$ cat config.mk
export PLATFORM = sky130hd
export DESIGN_NAME = pulse_rate_counter
export DESIGN_NICKNAME = d
export VERILOG_FILES = /design/src/rtl/pr_pkg.sv /design/src/rtl/pr_input_select.sv /design/src/rtl/pr_gate_timer.sv /design/src/rtl/pr_count_core.sv /design/src/rtl/pulse_rate_counter.sv
export SDC_FILE = /design/constraint.sdc
export NUM_CORES = 1
export LEC_CHECK = 0
export ABC_AREA = 0
export BUFFER_PORTS_ARGS = -buffer_cell sky130_fd_sc_hd__buf_4
export CAP_MARGIN = 10
export CELL_PAD_IN_SITES_DETAIL_PLACEMENT = 1
export CELL_PAD_IN_SITES_GLOBAL_PLACEMENT = 1
export CORE_ASPECT_RATIO = 0.6
export CORE_MARGIN = 1.5
export CORE_UTILIZATION = 42
export CTS_CLUSTER_SIZE = 30
export DETAILED_ROUTE_END_ITERATION = 16
export PLACE_DENSITY_LB_ADDON = 0.1
export SYNTH_ARGS = -nofsm -noshare
export SYNTH_HDL_FRONTEND = slang
export SYNTH_SLANG_ARGS = --single-unit
$ cat constraint.sdc
create_clock -name clk -period 2.8 [get_ports clk]
set_clock_uncertainty 0.05 [all_clocks]
set_input_delay 0.28 -clock clk [delete_from_list [all_inputs] [get_ports clk]]
set_output_delay 0.28 -clock clk [all_outputs]
set_load 0.01 [all_outputs]
$ cat src/rtl/pr_pkg.sv
package pr_pkg;
  // Control byte layout: host software depends on these bit positions.
  typedef struct packed {
    logic       evt_mode;   // bit 7: 1 = event, 0 = frequency
    logic [2:0] gate_code;  // bits 6:4
    logic [3:0] in_sel;     // bits 3:0
  } ctrl_t;

  localparam int NUM_CH  = 8;
  localparam int SEL_W   = 4;
  localparam int CODE_W  = 3;
endpackage

$ cat src/rtl/pr_input_select.sv
module pr_input_select #(
  parameter int NUM_CH = 8,
  parameter int SEL_W  = 4
) (
  input  logic              clk,
  input  logic              rst,
  input  logic [NUM_CH-1:0] chan_in,
  input  logic [SEL_W-1:0]  in_sel,
  output logic              cnt_edge
);
  localparam int PAIRS = NUM_CH / 2;

  logic [NUM_CH-1:0] meta_q, sync_q;
  logic [PAIRS-1:0]  paired;
  logic              sel_lvl, prev_q;

  always_ff @(posedge clk) begin
    if (rst) begin
      meta_q <= '0;
      sync_q <= '0;
    end else begin
      meta_q <= chan_in;
      sync_q <= meta_q;
    end
  end

  // Channel p counts only while its partner p+PAIRS is high.
  for (genvar p = 0; p < PAIRS; p++) begin : g_pair
    assign paired[p] = sync_q[p] & sync_q[p+PAIRS];
  end

  always_comb begin
    sel_lvl = 1'b0;
    for (int i = 0; i < PAIRS; i++)
      if (in_sel == SEL_W'(i)) sel_lvl = paired[i];
    for (int i = 0; i < NUM_CH; i++)
      if (in_sel == SEL_W'(PAIRS + i)) sel_lvl = sync_q[i];
  end

  always_ff @(posedge clk) begin
    if (rst) prev_q <= 1'b0;
    else     prev_q <= sel_lvl;
  end

  assign cnt_edge = sel_lvl & ~prev_q;
endmodule

$ cat src/rtl/pr_gate_timer.sv
module pr_gate_timer #(
  parameter int BASE_TICKS = 8192,
  parameter int CODE_W     = 3
) (
  input  logic              clk,
  input  logic              rst,
  input  logic              start,
  input  logic              abort,
  input  logic              tick,
  input  logic [CODE_W-1:0] code,
  output logic              gating,
  output logic              gate_end
);
  localparam longint MAX_TICKS = longint'(BASE_TICKS) << ((1 << CODE_W) - 1);
  localparam int     TW        = $clog2(MAX_TICKS + 1);

  logic [TW-1:0] limit_q, ticks_q;
  logic          gating_q;

  assign gate_end = gating_q & tick & (ticks_q == limit_q - TW'(1));
  assign gating   = gating_q;

  always_ff @(posedge clk) begin
    if (rst) begin
      gating_q <= 1'b0;
      ticks_q  <= '0;
      limit_q  <= '0;
    end else if (start) begin
      gating_q <= 1'b1;
      ticks_q  <= '0;
      limit_q  <= TW'(BASE_TICKS) << code;
    end else if (abort || gate_end) begin
      gating_q <= 1'b0;
    end else if (gating_q && tick) begin
      ticks_q  <= ticks_q + TW'(1);
    end
  end
endmodule

$ cat src/rtl/pr_count_core.sv
module pr_count_core #(
  parameter int CNT_W = 16
) (
  input  logic             clk,
  input  logic             rst,
  input  logic             clr,
  input  logic             evt_mode,
  input  logic             gating,
  input  logic             gate_end,
  input  logic             cnt_edge,
  output logic [CNT_W-1:0] count,
  output logic [CNT_W-1:0] latch
);
  localparam logic [CNT_W-1:0] CNT_MAX = '1;

  logic [CNT_W-1:0] count_q, latch_q;

  always_ff @(posedge clk) begin
    if (rst) begin
      count_q <= '0;
    end else if (clr) begin
      count_q <= '0;
    end else if (evt_mode) begin
      if (cnt_edge) count_q <= count_q + CNT_W'(1);  // wraps
    end else if (gating && cnt_edge && !gate_end && count_q != CNT_MAX) begin
      count_q <= count_q + CNT_W'(1);                // saturates; closing cycle excluded
    end
  end

  always_ff @(posedge clk) begin
    if (rst)                 latch_q <= '0;
    else if (gate_end && !clr) latch_q <= count_q;
  end

  assign count = count_q;
  assign latch = latch_q;
endmodule

$ cat src/rtl/pulse_rate_counter.sv
module pulse_rate_counter #(
  parameter int CNT_W      = 16,
  parameter int BASE_TICKS = 8192
) (
  input  logic       clk,
  input  logic       rst,
  input  logic       tick_1us,
  input  logic [7:0] chan_in,
  input  logic       bus_wr,
  input  logic       bus_rd,
  input  logic       bus_sel,
  input  logic [7:0] bus_wdata,
  output logic [7:0] bus_rdata,
  output logic       busy
);
  import pr_pkg::*;

  ctrl_t            ctrl_q;
  logic             wr_a, wr_b, rd_a, rd_b;
  logic             evt_mode, gating, gate_end, cnt_edge;
  logic [CNT_W-1:0] count, latch, snap_q, src;
  logic [7:0]       rdata_q;

  assign wr_a     = bus_wr & ~bus_sel;
  assign wr_b     = bus_wr &  bus_sel;
  assign rd_a     = bus_rd & ~bus_sel;
  assign rd_b     = bus_rd &  bus_sel;
  assign evt_mode = ctrl_q.evt_mode;

  always_ff @(posedge clk) begin
    if (rst)       ctrl_q <= '0;
    else if (wr_a) ctrl_q <= ctrl_t'(bus_wdata);
  end

  pr_input_select #(.NUM_CH(NUM_CH), .SEL_W(SEL_W)) u_sel (
    .clk      (clk),
    .rst      (rst),
    .chan_in  (chan_in),
    .in_sel   (ctrl_q.in_sel),
    .cnt_edge (cnt_edge)
  );

  // A control write that selects event mode abandons an open gate.
  pr_gate_timer #(.BASE_TICKS(BASE_TICKS), .CODE_W(CODE_W)) u_gate (
    .clk      (clk),
    .rst      (rst),
    .start    (wr_b & ~evt_mode),
    .abort    (wr_a & bus_wdata[7]),
    .tick     (tick_1us),
    .code     (ctrl_q.gate_code),
    .gating   (gating),
    .gate_end (gate_end)
  );

  pr_count_core #(.CNT_W(CNT_W)) u_cnt (
    .clk      (clk),
    .rst      (rst),
    .clr      (wr_b),
    .evt_mode (evt_mode),
    .gating   (gating),
    .gate_end (gate_end),
    .cnt_edge (cnt_edge),
    .count    (count),
    .latch    (latch)
  );

  // Low-byte read snapshots the full value for a coherent high-byte read.
  assign src = evt_mode ? count : latch;

  always_ff @(posedge clk) begin
    if (rst) begin
      snap_q  <= '0;
      rdata_q <= '0;
    end else if (rd_a) begin
      snap_q  <= src;
      rdata_q <= src[7:0];
    end else if (rd_b) begin
      rdata_q <= 8'(snap_q >> 8);
    end
  end

  assign bus_rdata = rdata_q;
  assign busy      = gating;
endmodule

==> results.txt, run 1 <==
The area of all placed cells without fillers is 5643 µm². Net switching is 24.62% of the power. The fraction of power consumed by combinational cells is 7.3%. The number of warning messages in the yosys log is 0. The routed length on met3 came out at 944 µm. The number of placed I/O pins is 31. In this run the top signal layer used is met4.

The initial antenna violation count is 0. The final-report hold violation count is 0. The later pin in the worst-skew pair is clocked with a latency of 0.35 ns. After detailed routing, the met2 layer carries 5.734 mm of wire. The max-slew violation count was 0. The placed wire-length estimate after detailed placement came out at 9.928 mm. After detailed routing, the average wire length per cell comes to 18.67 µm. The number of global-route vias before repair came out at 4,211. Summed over all nets, the switching power comes to 725.6 µW. The core utilization of the finished layout is 49.94%. The count of unresolved DRC violations after routing came out at 0. After clock tree synthesis, the repair step resized 0 gates. The initial utilization of the core area, before any placement, comes to 43.09%. The last weighted congestion value of the routability-driven placer is 0.8209. The H-tree was split into 3 levels. The proportion of power drawn by the clock network came out at 41.3%. The worst-path maximum fanout came out at 7. The number of buffers added by the clock tree synthesis step came out at 9.

The proportion of layout cells with a drive suffix above 1 came out at 13.59%. The final antenna diode count is 0. The signal arrival time at the worst endpoint is 2.97 ns.

The clock-pin transition on the worst setup and hold timing paths came out at 0.07 ns. Subtracting the final worst setup slack from the clock period gives 2.724 ns. Of the post-synthesis cell area, the dominant cell type holds 42.35%.

The most common flop cell mapped by yosys is dfxtp_1. The total standard cell area after synthesis is 4868 µm². The count of endpoints failing setup in the final report came out at 0.

The total overflow left after global routing is 0. The sum of routed wire length over all layers is 14.11 mm. The count of maximum capacitance violations is 0. STA classifies the critical path endpoint as a flop. The worst vdd rail ir drop is 0.0003218 V. The total routing resource utilization after global routing is 23.64%. The post-CTS repair timing setup buffer count is 0. The tightest min-delay check is of the in2reg type.

The wire length of the first global-routing pass is 22.32 mm. STA classifies the critical path startpoint as a flop. The number of cells in the design after placement is 739. The critical path is of the reg2reg type. The source of the critical timing path is u_gate.limit_q[14]. The detailed router placed 4,493 vias in this run. Setup repair after global routing left no endpoint under its margin. The width of the die came out at 142.0 µm. The total placed instance area is 5299 µm². Derived from the worst setup path, the maximum achievable clock frequency is 367.2 MHz. The number of nets with antenna violations after routing came out at 0. The average instance in the mapped netlist occupies 8.571 µm². The transition at the pin with the smallest max-transition slack is 0.6335 ns. The fraction of the yosys area taken by sequential cells came out at 42.35%. The origin of the worst min-delay path is chan_in[2]. After synthesis, the cell types taking the most area are dfxtp_1 (42%), mux2i_1 (7.0%), a21oi_1 (5.2%). The largest area contributor in the netlist is dfxtp_1.

The share of power burned in registers came out at 51.4%. The final cell count without fillers is 756. The area growth from synthesis to layout is 15.91%. Counting distinct cell types in the post-synthesis netlist gives 52. The largest net degree at the start of global routing is 46. Leaving out fill and tap cells, the most frequent cell in the layout is dfxtp_1. The number of flops mapped to enable cells by yosys is 0. The total routed wire length on the met1 layer is 7.308 mm. The average vias per placed instance is 5.943.

Summed over all cells, the static leakage comes to 1.969 nW. The maximum clock insertion buffer count came out at 2. Along the worst hold path, the cell count comes to 2. The cell row count came out at 30. The share of flip-flops with an asynchronous set or reset is 0%. TritonCTS built the clock tree. The die extent in y is 86.40 µm. The flip-flop and latch count after synthesis is 103.

Setup total negative slack on the finished layout was measured at 0 ns. Data on the critical path is required at its endpoint by 3.04 ns. The top cell types in the final layout, fill and taps aside, are dfxtp_1 (102), a21oi_1 (51), buf_4 (50).

The internal power summed over all cells is 2.222 mW. The power per unit of standard cell area is 522.3 nW/µm². The filler cells instantiated in the layout total 1,350. The hold buffer count at CTS came out at 0.

The cell count of the worst reg-to-reg path came out at 7. The area enclosed by the die boundary came out at 12,270 µm². The flow ran to the end, and the final reports show no timing, DRC or antenna violations. The core region is 11,300 µm². The post-synth net total is 593. The count of input and output buffers came out at 30. Measured against its own limit, the worst slew margin works out to 57.61%.

The worst register-to-register path begins at u_gate.limit_q[14]. The number of nets at the end of the flow is 616. The root buffer selected by CTS is clkbuf_16.

The count of clock tree sinks came out at 103. The detailed router finished its first iteration with 326 violations. The synthesized instance count came out at 568.

The first detailed-routing pass took 5 iterations. The final period utilization is 97.27%.
[registers in the layout, indices dropped and copies added (netlist names)]
register	flops
u_cnt.count	16
snap_q	8
u_gate.limit_q	8
u_sel.sync_q	8
u_cnt.latch	16
u_gate.ticks_q	21
bus_rdata	8
u_sel.prev_q	1
u_gate.gating	1
evt_mode	1
ctrl_q	7
u_sel.meta_q	8
[critical path: stages (launching register included)]
cell      delay [ns]
dfxtp_2         0.34
or4_4           0.55
o221a_4         0.29
or3_4           0.37
o2111a_2        0.34
buf_4           0.17
or4_1           0.47
nand2_1         0.08
[cell type report]
type                       instances  area (µm²)  share of cell area [%]
clock inverter                     5       40.04                  0.7095
tap                              160       200.2                   3.548
clock buffer                      11       242.7                   4.302
sequential                       103        2063                   36.56
timing repair buffer              52       406.6                   7.206
multi-input combinational        420        2671                   47.34
inverter                           5       18.77                  0.3326
[Yosys cell counts, drive strengths merged (2+ instances only)]
cell type,count
nand2,38
xor2,3
or3,14
o2111a,2
and4bb,2
o2111ai,3
o211ai,8
nand4b,4
buf,9
and4,3
nor4b,3
o31a,3
a41o,4
clkbuf,32
nand3,39
a21oi,51
o22ai,4
a211oi,11
o21ai,34
or4,21
mux2i,34
and2,5
nor2,44
nand4,9
inv,5
xnor2,5
nor3,7
ha,3
dfxtp,103
nor2b,20
o31ai,13
and3,9
nor4,6
nand2b,5
a31oi,4
[cell families (layout without fill, tap and decap cells)]
| group | Yosys count | in the layout | synth area share (%) |
|---|---|---|---|
| compound gates | 142 | 143 | 18.38 |
| xor+xnor | 8 | 8 | 1.439 |
| fa+ha+maj | 3 | 3 | 0.7711 |
| buf+inv | 46 | 73 | 3.932 |
| flops | 103 | 103 | 42.35 |
| mux | 34 | 34 | 6.991 |
| simple gates | 232 | 232 | 26.14 |
[power by group through the flow]
stage	registers (mW)	logic, mW	clock network (mW)
2_1_floorplan	1.54	0.138	0
3_3_place_gp	1.55	0.202	0
3_5_place_dp	1.55	0.209	0
4_1_cts	1.51	0.211	1.25
5_1_grt	1.52	0.238	1.30
6_report	1.51	0.216	1.22
[stage by stage]
step	total power, mW	hold WS [ns]	setup slack [ns]
after global placement	1.748	0.3785	0.1019
after detailed placement	1.757	0.3747	0.05110
after floorplan	1.678	0.3582	0.1298
after CTS	2.972	0.07945	0.03266
final	2.947	0.08773	0.07642
after global routing	3.053	0.08391	0.03377
[per-layer routing]
layer  track usage [%]  vias up
li1                  -     2156
met1             35.71     2205
met2             34.19      120
met3             5.193       12
met4             5.248        0
met5                 0        -
[final timing paths]
| check | endpoint | slack, ns |
|---|---|---|
| hold reg to reg | u_sel.sync_q[5] | 0.39 |
| setup reg to reg | u_cnt.count[2] | 0.08 |
| setup / recovery | u_cnt.count[2] | 0.08 |
| hold / removal | u_sel.meta_q[2] | 0.09 |
Power figures use the tool's default switching activity.
==> run 2: changes to the inputs <==
--- a/config.mk
+++ b/config.mk
@@ -5,14 +5,14 @@
 export SDC_FILE = /design/constraint.sdc
 export NUM_CORES = 1
 export LEC_CHECK = 0
-export ABC_AREA = 0
+export ABC_AREA = 1
 export BUFFER_PORTS_ARGS = -buffer_cell sky130_fd_sc_hd__buf_4
 export CAP_MARGIN = 10
 export CELL_PAD_IN_SITES_DETAIL_PLACEMENT = 1
 export CELL_PAD_IN_SITES_GLOBAL_PLACEMENT = 1
 export CORE_ASPECT_RATIO = 0.6
 export CORE_MARGIN = 1.5
-export CORE_UTILIZATION = 42
+export CORE_UTILIZATION = 25
 export CTS_CLUSTER_SIZE = 30
 export DETAILED_ROUTE_END_ITERATION = 16
 export PLACE_DENSITY_LB_ADDON = 0.1
==> results.txt, run 2 <==
Status: completed (unchanged). The count of unresolved DRC violations after routing came out at 0 (unchanged). The count of input and output buffers came out at 30 (unchanged). The count of endpoints failing setup in the final report is 0 (unchanged). The area share of the largest cell type after synthesis came out at 40.70% (was 42.35%). The nature of the critical path endpoint is a flop (unchanged). The placed wire-length estimate after detailed placement came to 12.83 mm (was 9.928 mm).

The final critical path time including I/O delays and setup is 2.496 ns (was 2.724 ns). The number of flops mapped to enable cells by yosys is 0 (unchanged). The maximum clock insertion buffer count was 2 (unchanged).

The last weighted congestion value of the routability-driven placer came out at 0.8788 (was 0.8209). The peak clock frequency supported by timing is 400.7 MHz (was 367.2 MHz). The total routing resource utilization after global routing is 17.11% (was 23.64%).

The total standard cell area after synthesis came to 5066 µm² (was 4868 µm²). Critical Path, Cell by Cell: inv_2 -> ha_1 -> inv_1 -> nand2_1 -> nand2_1 -> nand2_1 -> nor2_1 -> nand2_1 -> nor2_2 -> nand3_4 -> nand3_2 -> buf_4 -> o21ai_0 -> a21oi_1 (was or4_4 -> o221a_4 -> or3_4 -> o2111a_2 -> buf_4 -> or4_1 -> nand2_1). The number of global-route vias before repair is 4,891 (was 4,211). Post-synth top cells: nand2_1 (135), dfxtp_1 (103), inv_1 (96) (was dfxtp_1 (103), a21oi_1 (51), nor2_1 (44)). The area added between synthesis and finish was 15.93% (was 15.91%). The largest incremental delay on the critical path is 0.43 ns (was 0.55 ns). The count of clock tree sinks came out at 103 (unchanged). The width of the die came out at 186.8 µm (was 142.0 µm). The flip-flop and latch count after synthesis is 103 (unchanged). The fraction of power consumed by combinational cells is 9.8% (was 7.3%). Setup repair after global routing missed its margin: false (unchanged).

The average vias per placed instance came out at 4.713 (was 5.943). The worst-case headroom to the max-slew limit is 63.37% (was 57.61%). The kind of critical path is reg2reg (unchanged). The sum of routed wire length over all layers is 17.19 mm (was 14.11 mm). The share of flip-flops with an asynchronous set or reset is 0% (unchanged).

The setup TNS after final layout came to 0 ns (unchanged). The number of placed I/O pins came out at 31 (unchanged). The H-tree depth reported by CTS is 3 (unchanged). The proportion of power drawn by the clock network came out at 40.7% (was 41.3%). The most common cell after layout, fill and taps aside is nand2_1 (was dfxtp_1). The final antenna diode count came out at 0 (unchanged). The leftover overflow at the end of global routing came out at 0 (unchanged).

The number of nets with antenna violations after routing is 0 (unchanged). The fraction of the yosys area taken by sequential cells is 40.70% (was 42.35%). The largest area contributor in the netlist is dfxtp_1 (unchanged). The area enclosed by the die boundary came to 21,160 µm² (was 12,270 µm²). The number of warning messages in the yosys log is 0 (unchanged). The number of nets at the end of the flow came out at 787 (was 616).

The switching power of the nets is 874.2 µW (was 725.6 µW). The power per unit of standard cell area is 527.1 nW/µm² (was 522.3 nW/µm²). The cell row count came out at 40 (was 30). The clock latency on the worst-skew pair is 0.37 ns (was 0.35 ns). Highest-count cells in the layout ignoring fill and taps: nand2_1 (135), dfxtp_1 (103), inv_1 (96) (was dfxtp_1 (102), a21oi_1 (51), buf_4 (50)). The wire length of the first global-routing pass is 27.99 mm (was 22.32 mm). The worst-path cell with the longest stage delay is dfxtp_1 (was or4_4). The starting density of the core came to 25.43% (was 43.09%).

The most used standard cell by instance count after synthesis is nand2_1 (was dfxtp_1). The average size of a mapped cell is 6.855 µm² (was 8.571 µm²). The critical path's top delay family is simple AND/OR/NAND/NOR gates (unchanged). The synthesized instance count came out at 739 (was 568).

The startpoint class of the critical path is a flop (unchanged). The switching power as a share of total power came out at 28.24% (was 24.62%). The worst vdd rail ir drop is 0.0002813 V (was 0.0003218 V). Top area cells in the synthesized netlist: dfxtp_1 (41%), nand2_1 (10%), inv_1 (7.1%) (was dfxtp_1 (42%), mux2i_1 (7.0%), a21oi_1 (5.2%)).

The most numerous cell on the critical path is nand2_1. The final period utilization came to 89.13% (was 97.27%). The CTS tree was done (unchanged). The final-report hold violation count is 0 (unchanged). The worst setup slack after layout was 0.3043 ns (was 0.07642 ns). The most common flop cell mapped by yosys is dfxtp_1 (unchanged).

The average wire per cell in the routed design is 16.53 µm (was 18.67 µm). The data required time of the worst path came out at 3.03 ns (was 3.04 ns). The root buffer selected by CTS is clkbuf_16 (unchanged). The count of maximum capacitance violations was 0 (unchanged). The length of the first detailed-routing pass in iterations came out at 5 (unchanged).

The overall via count from detail_route is 4,902 (was 4,493). The cell leakage power came out at 2.270 nW (was 1.969 nW). The clock-pin transition on the worst setup and hold timing paths came out at 0.08 ns (was 0.07 ns). The signal arrival time at the worst endpoint came out at 2.73 ns (was 2.97 ns). The flip-flop count of the largest register, all copies and words added is 21 (unchanged).

The worst-path maximum fanout came out at 37 (was 7). The transition at the pin with the smallest max-transition slack is 0.5475 ns (was 0.6335 ns). The violation count after the first detailed-route iteration was 318 (was 326). The minimum setup slack after placement is 0.1860 ns (was 0.05110 ns). The initial antenna violation count came out at 0 (unchanged).

The core area is 19,920 µm² (was 11,300 µm²). The type of the tightest min-delay check was in2reg (unchanged). The die extent in y came to 113.3 µm (was 86.40 µm).

The count of buffer and inverter cells on the critical path came to 3 (was 1). The largest net degree at the start of global routing is 38 (was 46). The register bank with the most flops is u_gate.ticks_q (unchanged). The number of buffers added by the clock tree synthesis step is 9 (unchanged). The internal power summed over all cells came to 2.222 mW (about the same).

The max-slew violation count is 0 (unchanged). The post-synth net total came out at 764 (was 593). The share of power burned in registers was 49.4% (was 51.4%).

The proportion of layout cells with a drive suffix above 1 is 10.04% (was 13.59%). The count of unique library cells instantiated by Yosys is 38 (was 52).
==> run 2: stage by stage <==
step / utilization, % / total power, mW / cell area (µm²) / instances / hold WS [ns]
floorplan: - / 1.753 / 5066 / 739 / 0.3370
global placement: 28.02 / 1.864 / 5580 / 1024 / 0.3444
detailed placement: 28.02 / 1.869 / 5580 / 1024 / 0.3477
CTS: 29.42 / 3.147 / 5861 / 1040 / 0.06357
global route: 29.48 / 3.254 / 5873 / 1040 / 0.06983
finish: 29.48 / 3.096 / 5873 / 1040 / 0.07204
==> run 2: cell families (layout without fill, tap and decap cells) <==
family / Yosys count / count (layout) / synth area share (%)
xor+xnor: 15 / 15 / 2.593
flops: 103 / 103 / 40.70
simple gates: 346 / 346 / 30.70
fa+ha+maj: 3 / 3 / 0.7410
buf+inv: 132 / 160 / 10.37
compound gates: 140 / 140 / 14.89
==> run 2: worst paths after layout <==
kind	from	end	slack, ns	cells after the start
worst max-delay path	u_gate.limit_q[13]	u_gate.ticks_q[3]	0.30	14
worst min register to register	u_sel.meta_q[5]	u_sel.sync_q[5]	0.36	2
worst max register to register	u_gate.limit_q[13]	u_gate.ticks_q[3]	0.30	14
worst min-delay path	chan_in[4]	u_sel.meta_q[4]	0.07	3
==> run 2: power by group through the flow <==
| stage | combinational (mW) | clock, mW | sequential, mW |
|---|---|---|---|
| 6_report | 0.304 | 1.26 | 1.53 |
| 4_1_cts | 0.305 | 1.31 | 1.53 |
| 3_5_place_dp | 0.304 | 0 | 1.57 |
| 5_1_grt | 0.347 | 1.37 | 1.54 |
| 2_1_floorplan | 0.196 | 0 | 1.56 |
| 3_3_place_gp | 0.299 | 0 | 1.56 |
==> run 2: repair_timing <==
item / in CTS / in global routing
setup buffers: 0 / 0
endpoints found under the setup margin: 0 / 9
hold buffers: 0 / 0
resized for setup: 0 / 2
==> run 2: final cells by class <==
cell class | instances | area [µm²]
sequential | 103 | 2062
clock inverter | 6 | 51.30
clock buffer | 10 | 229.0
tap | 273 | 341.6
timing repair buffer | 42 | 315.3
inverter | 102 | 382.9
fill | 2514 | 14050
multi-input combinational | 504 | 2491
==> run 2: worst register-to-register path, stage by stage (launching register included) <==
cell and delay [ns]:
dfxtp_1 0.43, inv_2 0.09, ha_1 0.33, inv_1 0.07, nand2_1 0.04, nand2_1 0.08
nand2_1 0.05, nor2_1 0.10, nand2_1 0.07, nor2_2 0.13, nand3_4 0.19, nand3_2 0.10
buf_4 0.33, o21ai_0 0.17, a21oi_1 0.17
==> run 2: per-layer routing <==
layer / wire length, µm / global-route usage (%) / up-vias
met5: 0 / 0 / -
met1: 10040 / 27.39 / 2346
met3: 675 / 3.753 / 10
met2: 6339 / 22.34 / 84
met4: 131 / 3.871 / 0
li1: - / - / 2462
